<file path="src/rtl/mbx_pkg.sv">
package mbx_pkg;
  typedef enum logic [1:0] {
    MB_OP_NONE = 2'd0,
    MB_OP_SET  = 2'd1,
    MB_OP_CLR  = 2'd2
  } mb_op_e;

  // Window codes held in the address bits above the mailbox index.
  localparam logic [1:0] WIN_SET = 2'b10;
  localparam logic [1:0] WIN_CLR = 2'b11;
endpackage

</file>
<file path="src/rtl/mbx_dec.sv">
module mbx_dec
  import mbx_pkg::*;
#(
  parameter int IDX_W  = 4,
  localparam int ADDR_W = IDX_W + 4
) (
  input  logic              req_valid_i,
  input  logic              req_write_i,
  input  logic [ADDR_W-1:0] req_addr_i,
  output mb_op_e            op_o,
  output logic [IDX_W-1:0]  idx_o,
  output logic              rd_hit_o
);
  logic       aligned;
  logic [1:0] win;

  assign aligned = (req_addr_i[1:0] == 2'b00);
  assign win     = req_addr_i[ADDR_W-1 -: 2];
  assign idx_o   = req_addr_i[IDX_W+1:2];

  always_comb begin
    op_o = MB_OP_NONE;
    if (req_valid_i && req_write_i && aligned) begin
      if (win == WIN_SET)      op_o = MB_OP_SET;
      else if (win == WIN_CLR) op_o = MB_OP_CLR;
    end
  end

  assign rd_hit_o = req_valid_i && !req_write_i && aligned && (win == WIN_CLR);
endmodule

</file>
<file path="src/rtl/mbx_cell.sv">
module mbx_cell
  import mbx_pkg::*;
#(
  parameter int DATA_W = 32
) (
  input  logic              clk,
  input  logic              rst,
  input  mb_op_e            op_i,
  input  logic [DATA_W-1:0] wdata_i,
  output logic [DATA_W-1:0] val_o,
  output logic              nz_o
);
  logic [DATA_W-1:0] val_q;

  always_ff @(posedge clk) begin
    if (rst) begin
      val_q <= '0;
    end else begin
      unique case (op_i)
        MB_OP_SET: val_q <= val_q | wdata_i;
        MB_OP_CLR: val_q <= val_q & ~wdata_i;
        default:   val_q <= val_q;
      endcase
    end
  end

  assign val_o = val_q;
  assign nz_o  = |val_q;

  p_reset_zero_r1: assert property (@(posedge clk) rst |=> (val_o == '0 && !nz_o));
  p_set_or_r2: assert property (@(posedge clk) disable iff (rst)
    (op_i == MB_OP_SET) |=> (val_o == ($past(val_o) | $past(wdata_i))));
  p_clr_mask_r3: assert property (@(posedge clk) disable iff (rst)
    (op_i == MB_OP_CLR) |=> (val_o == ($past(val_o) & ~$past(wdata_i))));
  p_set_pend_r5: assert property (@(posedge clk) disable iff (rst)
    (op_i == MB_OP_SET && wdata_i != '0) |=> nz_o);
  p_hold_r9: assert property (@(posedge clk) disable iff (rst)
    (op_i == MB_OP_NONE) |=> $stable(val_o));
endmodule

</file>
<file path="src/rtl/mbx_bank.sv">
module mbx_bank
  import mbx_pkg::*;
#(
  parameter int NUM_CORES    = 4,
  parameter int BOX_PER_CORE = 4,
  parameter int DATA_W       = 32,
  localparam int NUM_BOX = NUM_CORES * BOX_PER_CORE,
  localparam int IDX_W   = $clog2(NUM_BOX),
  localparam int ADDR_W  = IDX_W + 4
) (
  input  logic                   clk,
  input  logic                   rst,
  input  logic                   req_valid_i,
  input  logic                   req_write_i,
  input  logic [ADDR_W-1:0]      req_addr_i,
  input  logic [DATA_W-1:0]      req_wdata_i,
  output logic                   rsp_valid_o,
  output logic [DATA_W-1:0]      rsp_rdata_o,
  output logic [NUM_BOX-1:0]     pend_o,
  output logic [NUM_CORES*8-1:0] core_src_o
);
  mb_op_e            dec_op;
  logic [IDX_W-1:0]  dec_idx;
  logic              dec_rd_hit;
  logic [DATA_W-1:0] box_val [NUM_BOX];
  logic [NUM_BOX-1:0] box_nz;
  logic              rsp_valid_q;
  logic [DATA_W-1:0] rsp_rdata_q;

  mbx_dec #(.IDX_W(IDX_W)) u_dec (
    .req_valid_i (req_valid_i),
    .req_write_i (req_write_i),
    .req_addr_i  (req_addr_i),
    .op_o        (dec_op),
    .idx_o       (dec_idx),
    .rd_hit_o    (dec_rd_hit)
  );

  for (genvar n = 0; n < NUM_BOX; n++) begin : g_box
    mb_op_e cell_op;
    assign cell_op = (dec_idx == IDX_W'(n)) ? dec_op : MB_OP_NONE;
    mbx_cell #(.DATA_W(DATA_W)) u_cell (
      .clk     (clk),
      .rst     (rst),
      .op_i    (cell_op),
      .wdata_i (req_wdata_i),
      .val_o   (box_val[n]),
      .nz_o    (box_nz[n])
    );
  end

  assign pend_o = box_nz;

  for (genvar c = 0; c < NUM_CORES; c++) begin : g_core
    logic [7:0] src;
    always_comb begin
      src = '0;
      for (int j = 0; j < BOX_PER_CORE && j < 4; j++) begin
        src[4+j] = box_nz[c*BOX_PER_CORE + j];
      end
    end
    assign core_src_o[c*8 +: 8] = src;
  end

  always_ff @(posedge clk) begin
    if (rst) begin
      rsp_valid_q <= 1'b0;
      rsp_rdata_q <= '0;
    end else begin
      rsp_valid_q <= req_valid_i && !req_write_i;
      rsp_rdata_q <= dec_rd_hit ? box_val[dec_idx] : '0;
    end
  end

  assign rsp_valid_o = rsp_valid_q;
  assign rsp_rdata_o = rsp_rdata_q;

  p_rsp_after_read_r8: assert property (@(posedge clk) disable iff (rst)
    rsp_valid_o |-> $past(req_valid_i && !req_write_i));
  p_read_gets_rsp_r8: assert property (@(posedge clk) disable iff (rst)
    (req_valid_i && !req_write_i) |=> rsp_valid_o);
  p_setwin_reads_zero_r4: assert property (@(posedge clk) disable iff (rst)
    (req_valid_i && !req_write_i && req_addr_i[ADDR_W-1 -: 2] == WIN_SET) |=> (rsp_rdata_o == '0));
  p_low_addr_no_change_r7: assert property (@(posedge clk) disable iff (rst)
    (req_valid_i && req_addr_i[ADDR_W-1] == 1'b0) |=> $stable(pend_o));
endmodule

</file>
<file path="config.mk">
export PLATFORM = sky130hd
export DESIGN_NAME = mbx_bank
export DESIGN_NICKNAME = d
export VERILOG_FILES = /design/src/rtl/mbx_pkg.sv /design/src/rtl/mbx_dec.sv /design/src/rtl/mbx_cell.sv /design/src/rtl/mbx_bank.sv
export SDC_FILE = /design/constraint.sdc
export NUM_CORES = 1
export LEC_CHECK = 0
export ABC_AREA = 1
export CAP_MARGIN = 20
export CORE_MARGIN = 4
export CORE_UTILIZATION = 25
export DETAILED_ROUTE_END_ITERATION = 10
export DONT_BUFFER_PORTS = 1
export PLACE_DENSITY = 0.44
export REMOVE_ABC_BUFFERS = 1
export SLEW_MARGIN = 30
export SYNTH_ARGS = -nofsm -noshare
export SYNTH_HDL_FRONTEND = slang
export SYNTH_SLANG_ARGS = --single-unit
</file>
<file path="constraint.sdc">
create_clock -name clk -period 5.2 [get_ports clk]
set_input_delay 1.04 -clock clk [delete_from_list [all_inputs] [get_ports clk]]
set_output_delay 1.04 -clock clk [all_outputs]
set_load 0.01 [all_outputs]
</file>
### Yosys cells after proc, flatten, opt, wreduce, memory -nomap -nowiden

Cells that the tools add are included.

| cells by class | value |
|---|---|
| equal/unequal tests | 49 |
| reduce and logical (&&, ||, !) cells | 41 |
| bitwise operators | 35 |
| order comparisons | 1 |
| mux-type cells | 38 |

Operators with widths:

| kind | count |
|---|---|
| 32-bit case mux with 2 select lines | 16 |
| 32-bit bitwise AND | 16 |
| 32-bit bitwise OR | 16 |
| 32-bit OR reduction | 16 |
| 32-bit binary-select mux with 4-bit select | 1 |
| 32-bit two-way mux | 2 |
| 2-bit two-way mux | 19 |
| 2-bit equality test, second input constant | 18 |
| 2-bit by 1-bit equality test with 1-bit output, second input constant | 16 |
| 4-bit equality test, second input constant | 8 |
| 32-bit inverter | 1 |
| 2-bit nonzero test | 16 |
| 4-bit by 3-bit equality test with 1-bit output, second input constant | 4 |
| 4-bit by 2-bit equality test with 1-bit output, second input constant | 2 |
| 5-bit greater-or-equal comparator, second input constant | 1 |
| 1-bit logical AND | 5 |
| 4-bit inverter with 5-bit output | 1 |
| 4-bit by 1-bit equality test with 1-bit output, second input constant | 1 |
| 4-bit zero test | 1 |
| 2-bit zero test | 1 |
| 2-bit OR reduction | 1 |
| 1-bit zero test | 1 |
| 1-bit inverter | 1 |

| storage, ports and cells | value |
|---|---|
| logic and storage cells | 182 |
| output and inout bits | 81 |
| register bits | 545 |
| input port bits | 44 |

### Longest topological paths before layout

Gate-level depths: netlist of run 1.

| logic depth | value |
|---|---|
| depth after elaboration | 7 |
| gate-level depth with buffers | 12 |
| depth with buffers taken out | 10 |

### Cells and area by module

Synthesis of run 1 repeated with hierarchy kept, for this count alone.

| unflattened totals | value |
|---|---|
| cell total of the unflattened synthesis | 4913 |
| area, all modules | 31355.1 µm² |

Modules (own cells, without submodules):

| module | times used | area an instance (µm²) | seq. area each (µm²) | cells each |
|---|---|---|---|---|
| mbx_cell | 16 | 1510.2 | 640.6 | 204 |
| mbx_bank | 1 | 7106.8 | 660.6 | 1631 |
| mbx_dec | 1 | 85.1 | 0.0 | 18 |

### Least setup slack after synthesis of run 1

No wires, ideal clock.

| timing path | value |
|---|---|
| path kind | input -> register |
| start | input port req_addr_i[3] |
| end | register (tool-made name) |
| buffers on the path | 4 |
| setup slack | 2201 ps |
| setup time | 91 ps |
| data required time | 5109 ps |
| arrival time | 2908 ps |
| stages on the path | 11 |
| cell sequence | buf_2 > buf_2 > buf_1 > nand2_1 > inv_1 > nand3_1 > ha_1 > inv_2 > clkbuf_1 > a21oi_1 > a311oi_1 |

RTL lines:

| element | RTL line | source |
|---|---|---|
| start, declared | mbx_bank.sv:15 | `input logic [ADDR_W-1:0] req_addr_i,` |

==> results of run 1 <==
## stage by stage
step / setup slack (ps) / instances / power (µW) / area (µm²)
after detailed placement: 1328 / 4803 / 4442 / 27250
final: 1701 / 4915 / 8967 / 29350
after global placement: 1304 / 4803 / 4442 / 27240
after global routing: 1622 / 4915 / 9252 / 29350
after CTS: 1720 / 4915 / 9078 / 29350
after floorplan: 841.1 / 3358 / 4372 / 25130
## per-layer routing
| metal | GRT usage [%] | part of all wire [%] |
|---|---|---|
| met1 | 26.61 | 49 |
| met2 | 26.88 | 43 |
| met3 | 2.597 | 5.9 |
| met4 | 3.364 | 1.6 |
| met5 | 0 | 0 |
## power groups by stage
stage          Combinational, µW  Sequential [µW]  Clock, µW
3_3_place_gp                 164             4280          0
3_5_place_dp                 164             4280          0
6_report                     164             4180       4620
5_1_grt                      179             4180       4890
4_1_cts                      165             4180       4730
2_1_floorplan               95.5             4280          0
## final cells by class
class | count | area (µm²) | area share [%]
Sequential cell | 545 | 10910 | 37.18
Tap cell | 1403 | 1755 | 5.981
Clock buffer | 88 | 1789 | 6.097
Timing Repair Buffer | 42 | 340.3 | 1.160
Inverter | 62 | 250.2 | 0.8527
Multi-Input combinational cell | 2751 | 13990 | 47.68
Clock inverter | 24 | 309.0 | 1.053
## layout by cell type (no fill, tap or decap), drive strengths merged, types with 18 or more instances in the layout
master and n:
a21oi 512, a311oi 480, buf 42, clkbuf 88
clkinv 18, dfxtp 545, inv 60, nand2 1393
nor2 106, nor4 120, o21ai 64
## worst max-delay path by stage
stage / start / end / slack, ps / cells past startpoint
5_1_grt: req_addr_i[1] / flip-flop / 1620 / 10
3_3_place_gp: req_addr_i[1] / flip-flop / 1300 / 8
6_report: req_addr_i[2] / flip-flop / 1700 / 9
2_1_floorplan: req_addr_i[3] / flip-flop / 840 / 8
3_5_place_dp: req_addr_i[1] / flip-flop / 1330 / 10
4_1_cts: flip-flop / core_src_o[23] / 1720 / 4
## worst min-delay path, delay by kind of cell (launching register included)
family	cells	cell delay, ps
AOI/OAI and AO/OA	1	60
buffers and inverters	1	70
DFF	1	300
## cell families after synthesis
| family | Yosys count | share of synthesized area, % |
|---|---|---|
| simple gates | 1663 | 24.44 |
| compound gates | 1056 | 26.10 |
| flops | 545 | 40.18 |
| buf+inv | 506 | 8.525 |
| fa+ha+maj | 16 | 0.7373 |
| other cells | 1 | 0.01381 |
==> impl_results.md, run 1 <==
- PortBufs: 0
- Synth Instances: 3,787
- Antenna cell count: 0
- Fraction of registers with async set/reset: 0%
- Post-CTS sizing: 0
- Final WL: between 100 and 150 mm
- Worst hold stages: 2
- H-Tree Depth: 2
- Starting Density: 25.26%
- Violated checks: max-slew violations
- Max Cap Viol: 0
- ANT nets after route: 0
- Syn avg cell area: about 7.2 µm²
- Area leader, netlist: dfxtp_1
- Worst min path class: flip-flop to flip-flop
- Most frequent cells after synthesis: nand2_1, dfxtp_1, a21oi_1
- Fill count: approximately 12,000
- Top-area cell type share of the netlist area: between 40% and 50%
- CTS tree: built
- Die Y: around 340 µm
- Pin count of the biggest net entering global routing: slightly below 500
- Die Width: between 300 and 400 µm
- Critical path type: primary input to flip-flop
- Worst stage delay on the critical path: ~470 ps
- Internal: 6926 µW
- Data required time of the worst path: roughly 5700 ps
- R2r worst-path depth: 8
- Setup TNS: 0 ps
- Hold Vio Cnt, Final: 0
- Worst vdd rail ir drop: ~300 µV
- Sequence of cells on the critical path: inv_6 -> nor2_2 -> inv_1 -> nor3_1 -> ha_1 -> inv_2 -> buf_4 -> a21oi_1 -> a311oi_1
- Initial DRC count: about 2,200
- Worst hold slack: roughly 480 ps
- Final RePlAce weighted congestion: 0.7772
- Worst Skew: 25.03 ps
- Worst EP arrival: 4040 ps
- Clock slew at reported path FFs: ~60 ps
- Number of global-route vias before repair: roughly 24,000
- DP HPWL: roughly 64 mm
- Total grt overflow: 0
- Largest delay contributor family on the critical path: buffers and inverters
- Setup repair bufs after CTS: 0
- Buffers and inverters on the worst path: 4
- Worst skew pair latency: around 650 ps
- Routed via count: approximately 26,000
- Finish-stage setup viols: 0
- Pwr Density: around 300 nW/µm²
- Drt via density: about 5.3
- Clock buffer count from CTS: 60
- Max-slew headroom: -19.89%
- Slew Viols, Final: roughly 320
- Synth Cell Area: around 27,000 µm²
- Distinct cell type count after synthesis: 24
- Top-count cell post-synth: nand2_1
- Sw Ratio: a little under a quarter
- Clock sink count: between 500 and 600
- Antenna violations before repair: 1
- Top-Level Pins: roughly 130
- GRT Util Overall: 17.72%
- P&R area growth vs syn: 8.087%
- Ratio of cells with drive above 1 in the final layout: ~4.7%
- Pin slew with the least headroom to its limit: 1798 ps
- Comb pwr share: around 1.8%
- CP max FO: approximately 290
- Max Buffers Root-to-Sink: 3
- Sequential Power Share: a little under half
- CP startpoint kind: primary input
- Syn. warnings: 0
- Sequential fraction of the synthesis area: between 40% and 50%
- Max Clk Rate: approximately 0.29 GHz
- First-pass GRT wire length: ~160 mm
- Psw: between 2000 and 2500 µW
- Status: complete, but fails checks
- Reg2Reg Setup Slack: about 3800 ps
- Pre-Repair DR Iteration Count: 5
- Row count: 120
- Reg2reg end: rsp_rdata_o[30]
- Pleak: between 0.01 and 0.015 µW
- WL per Instance: between 20 and 25 µm
- # DRC: 0
- Worst setup EP type: flip-flop
- Final core occ: 27.30%
- CTS Hold Bufs: 0
- Slowest cell on crit path: nor2_2
- Core area: ~110,000 µm²
- Fin nets: 3,522
- Main synth FF type: dfxtp_1
- Flops & latches, synth: roughly 550
- Clock power frac: between 50% and 60%
- RSZ-0062 raised after global routing: no
- Clk root buf: clkbuf_16
- Post-synth EDFFs: 0
- Area contributors post-synth: dfxtp_1, nand2_1, a311oi_1
- Full die area: 113,900 µm²
- Minimum clock period: about 3500 ps
- Tcrit/Tclk final: 67.29%
No activity file was read; power rests on OpenSTA's default activity.
==> run 2: changes to the inputs <==
--- a/config.mk
+++ b/config.mk
@@ -11,7 +11,7 @@
 export CORE_UTILIZATION = 25
 export DETAILED_ROUTE_END_ITERATION = 10
 export DONT_BUFFER_PORTS = 1
-export PLACE_DENSITY = 0.44
+export PLACE_DENSITY = 0.46
 export REMOVE_ABC_BUFFERS = 1
 export SLEW_MARGIN = 30
 export SYNTH_ARGS = -nofsm -noshare
==> constraint.sdc (replaced) <==
create_clock -name clk -period 2.82 [get_ports clk]
set_input_delay 0.564 -clock clk [delete_from_list [all_inputs] [get_ports clk]]
set_output_delay 0.564 -clock clk [all_outputs]
set_load 0.01 [all_outputs]
==> impl_results.md, run 2 (synthesis gave the netlist of run 1 again) <==
- Most frequent cells in the layout: nand2_1, dfxtp_1, a21oi_1
- CP startpoint kind: primary input
- Worst EP arrival: about 3700 ps
- Row count: 120
- Most repeated library cell on the critical path: nor2_1
- Final RePlAce weighted congestion: around 0.80
- Top-Level Pins: roughly 130
- Tcrit/Tclk final: 111.9%
- Max Buffers Root-to-Sink: 3
- Hold Vio Cnt, Final: 0
- Initial DRC count: ~2,400
- Power Total: roughly 16,000 µW
- Clock sink count: 545
- Clock slew at reported path FFs: 60 ps
- Worst stage delay on the critical path: 640 ps
- Max-slew headroom: -116.8%
- # DRC: 0
- CTS tree: built
- Pwr Density: roughly 540 nW/µm²
- Worst Skew: approximately 33 ps
- Top routing layer used: met4
- Starting Density: 25.26%
- Fin nets: ~3,600
- PortBufs: 0
- Die Y: around 340 µm
- WL met2: slightly below 50 mm
- Slew Viols, Final: 329
- First-pass GRT wire length: ~170 mm
- Data required time of the worst path: 3350 ps
- Worst setup EP type: flip-flop
- H-Tree Depth: 2
- Buffers and inverters on the worst path: 2
- WL per Instance: ~22 µm
- Max Clk Rate: ~0.32 GHz
- Sequence of cells on the critical path: inv_1 -> nand2_1 -> nor2_1 -> nand4_1 -> buf_4 -> nor2_1
- Die Width: between 300 and 400 µm
- P&R area growth vs syn: 11.55%
- R2r worst-path depth: 8
- Max Cap Viol: 0
- Antenna cell count: 0
- GRT Util Overall: 18.79%
- Critical path type: primary input to flip-flop
- Most common cell after layout, fill and taps aside: nand2_1
- Worst vdd rail ir drop: approximately 470 µV
- Pleak: between 0.01 and 0.015 µW
- Minimum clock period: ~3200 ps
- Pre-Repair DR Iteration Count: 5
- ANT nets after route: 0
- Finish-stage setup viols: between 60 and 70
- Final WS setup: -334.2 ps
- Clk root buf: clkbuf_16
- Clock buffer count from CTS: 60
- Number of global-route vias before repair: about 24,000
- Drt via density: between 5 and 6
- Final WL: between 100 and 150 mm
- Status: complete, but fails checks
- Violated checks: max-slew violations, negative setup slack
- Ratio of cells with drive above 1 in the final layout: 5.439%
- Met3 WL: about 7.1 mm
- Core area: 107,500 µm²
- Antenna violations before repair: 0
- Largest delay contributor family on the critical path: buffers and inverters
- Total grt overflow: 0
- CP max FO: 481
- Pin count of the biggest net entering global routing: ~480
- Placed Area: about 28,000 µm²
- Worst skew pair latency: 650 ps
- Cell depth of the worst setup path: 6
- Worst min path class: primary input to flip-flop
- Wire length on met1: between 50 and 60 mm
- Design Area, Final: a little over 30,000 µm²
- Routed via count: between 20,000 and 30,000
- RSZ-0062 raised after global routing: no
- Pin slew with the least headroom to its limit: 3252 ps
- DP HPWL: 61.44 mm
- Full die area: about 110,000 µm²
- Worst hold stages: 1
- Slowest cell on crit path: inv_1
-- run 2: cell count changes in the layout (fill, tap and decap cells not counted), sizes merged --
cell | before | now
buf | 42 | 75
clkinvlp | 1 | 3
dlygate4sd3 | 0 | 46
bufinv | 7 | 4
clkinv | 18 | 15
clkbuf | 88 | 86
-- run 2: per-stage QoR --
step / util [%] / instances / hold WS [ps] / TNS [ps] / setup WS, ps
after global routing: 28.18 / 4988 / 14.22 / 0 / 1.792
final: 28.18 / 4988 / 44.92 / -7163 / -334.2
after floorplan: - / 3358 / 446.0 / -280910 / -1063
after CTS: 28.19 / 4988 / 0.06534 / 0 / 11.53
after detailed placement: 25.88 / 4832 / 468.4 / 0 / 2.318
after global placement: 25.88 / 4832 / 461.8 / 0 / 81.03
-- run 2: repair_timing --
item	4_1_cts	5_1_grt
hold buffers	50	0
setup endpoints to repair	2	4
endpoints found under the hold margin	233	0
gates resized for setup	1	2
buffers inserted	0	0
-- run 2: power breakdown --
part / internal [µW] / total (µW) / switching [µW]
Combinational: 108 / 484 / 376
Clock: 4670 / 8140 / 3470
Sequential: 7710 / 7720 / 8.36
Total: 12500 / 16300 / 3860
-- run 2: per-layer routing --
layer | track usage, % | vias up
met3 | 2.872 | 121
met5 | 0 | -
met2 | 29.90 | 843
met1 | 26.90 | 12650
li1 | - | 12840
met4 | 3.902 | 0
-- run 2: area by class of cell --
cell class | count | area, µm²
clock buffer | 86 | 1762
clock inverter | 20 | 219.0
fill | 11890 | 77210
inverter | 62 | 240.2
multi-input combinational | 2751 | 14000
sequential | 545 | 10910
tap | 1403 | 1755
timing repair buffer | 121 | 1401
-- run 2: worst paths after layout --
path	from	end	slack, ps
setup / recovery	rst	rsp_rdata_o[6]	-330
hold / removal	req_wdata_i[15]	flip-flop	40
setup reg to reg	flip-flop	rsp_rdata_o[30]	1380
hold reg to reg	flip-flop	flip-flop	470
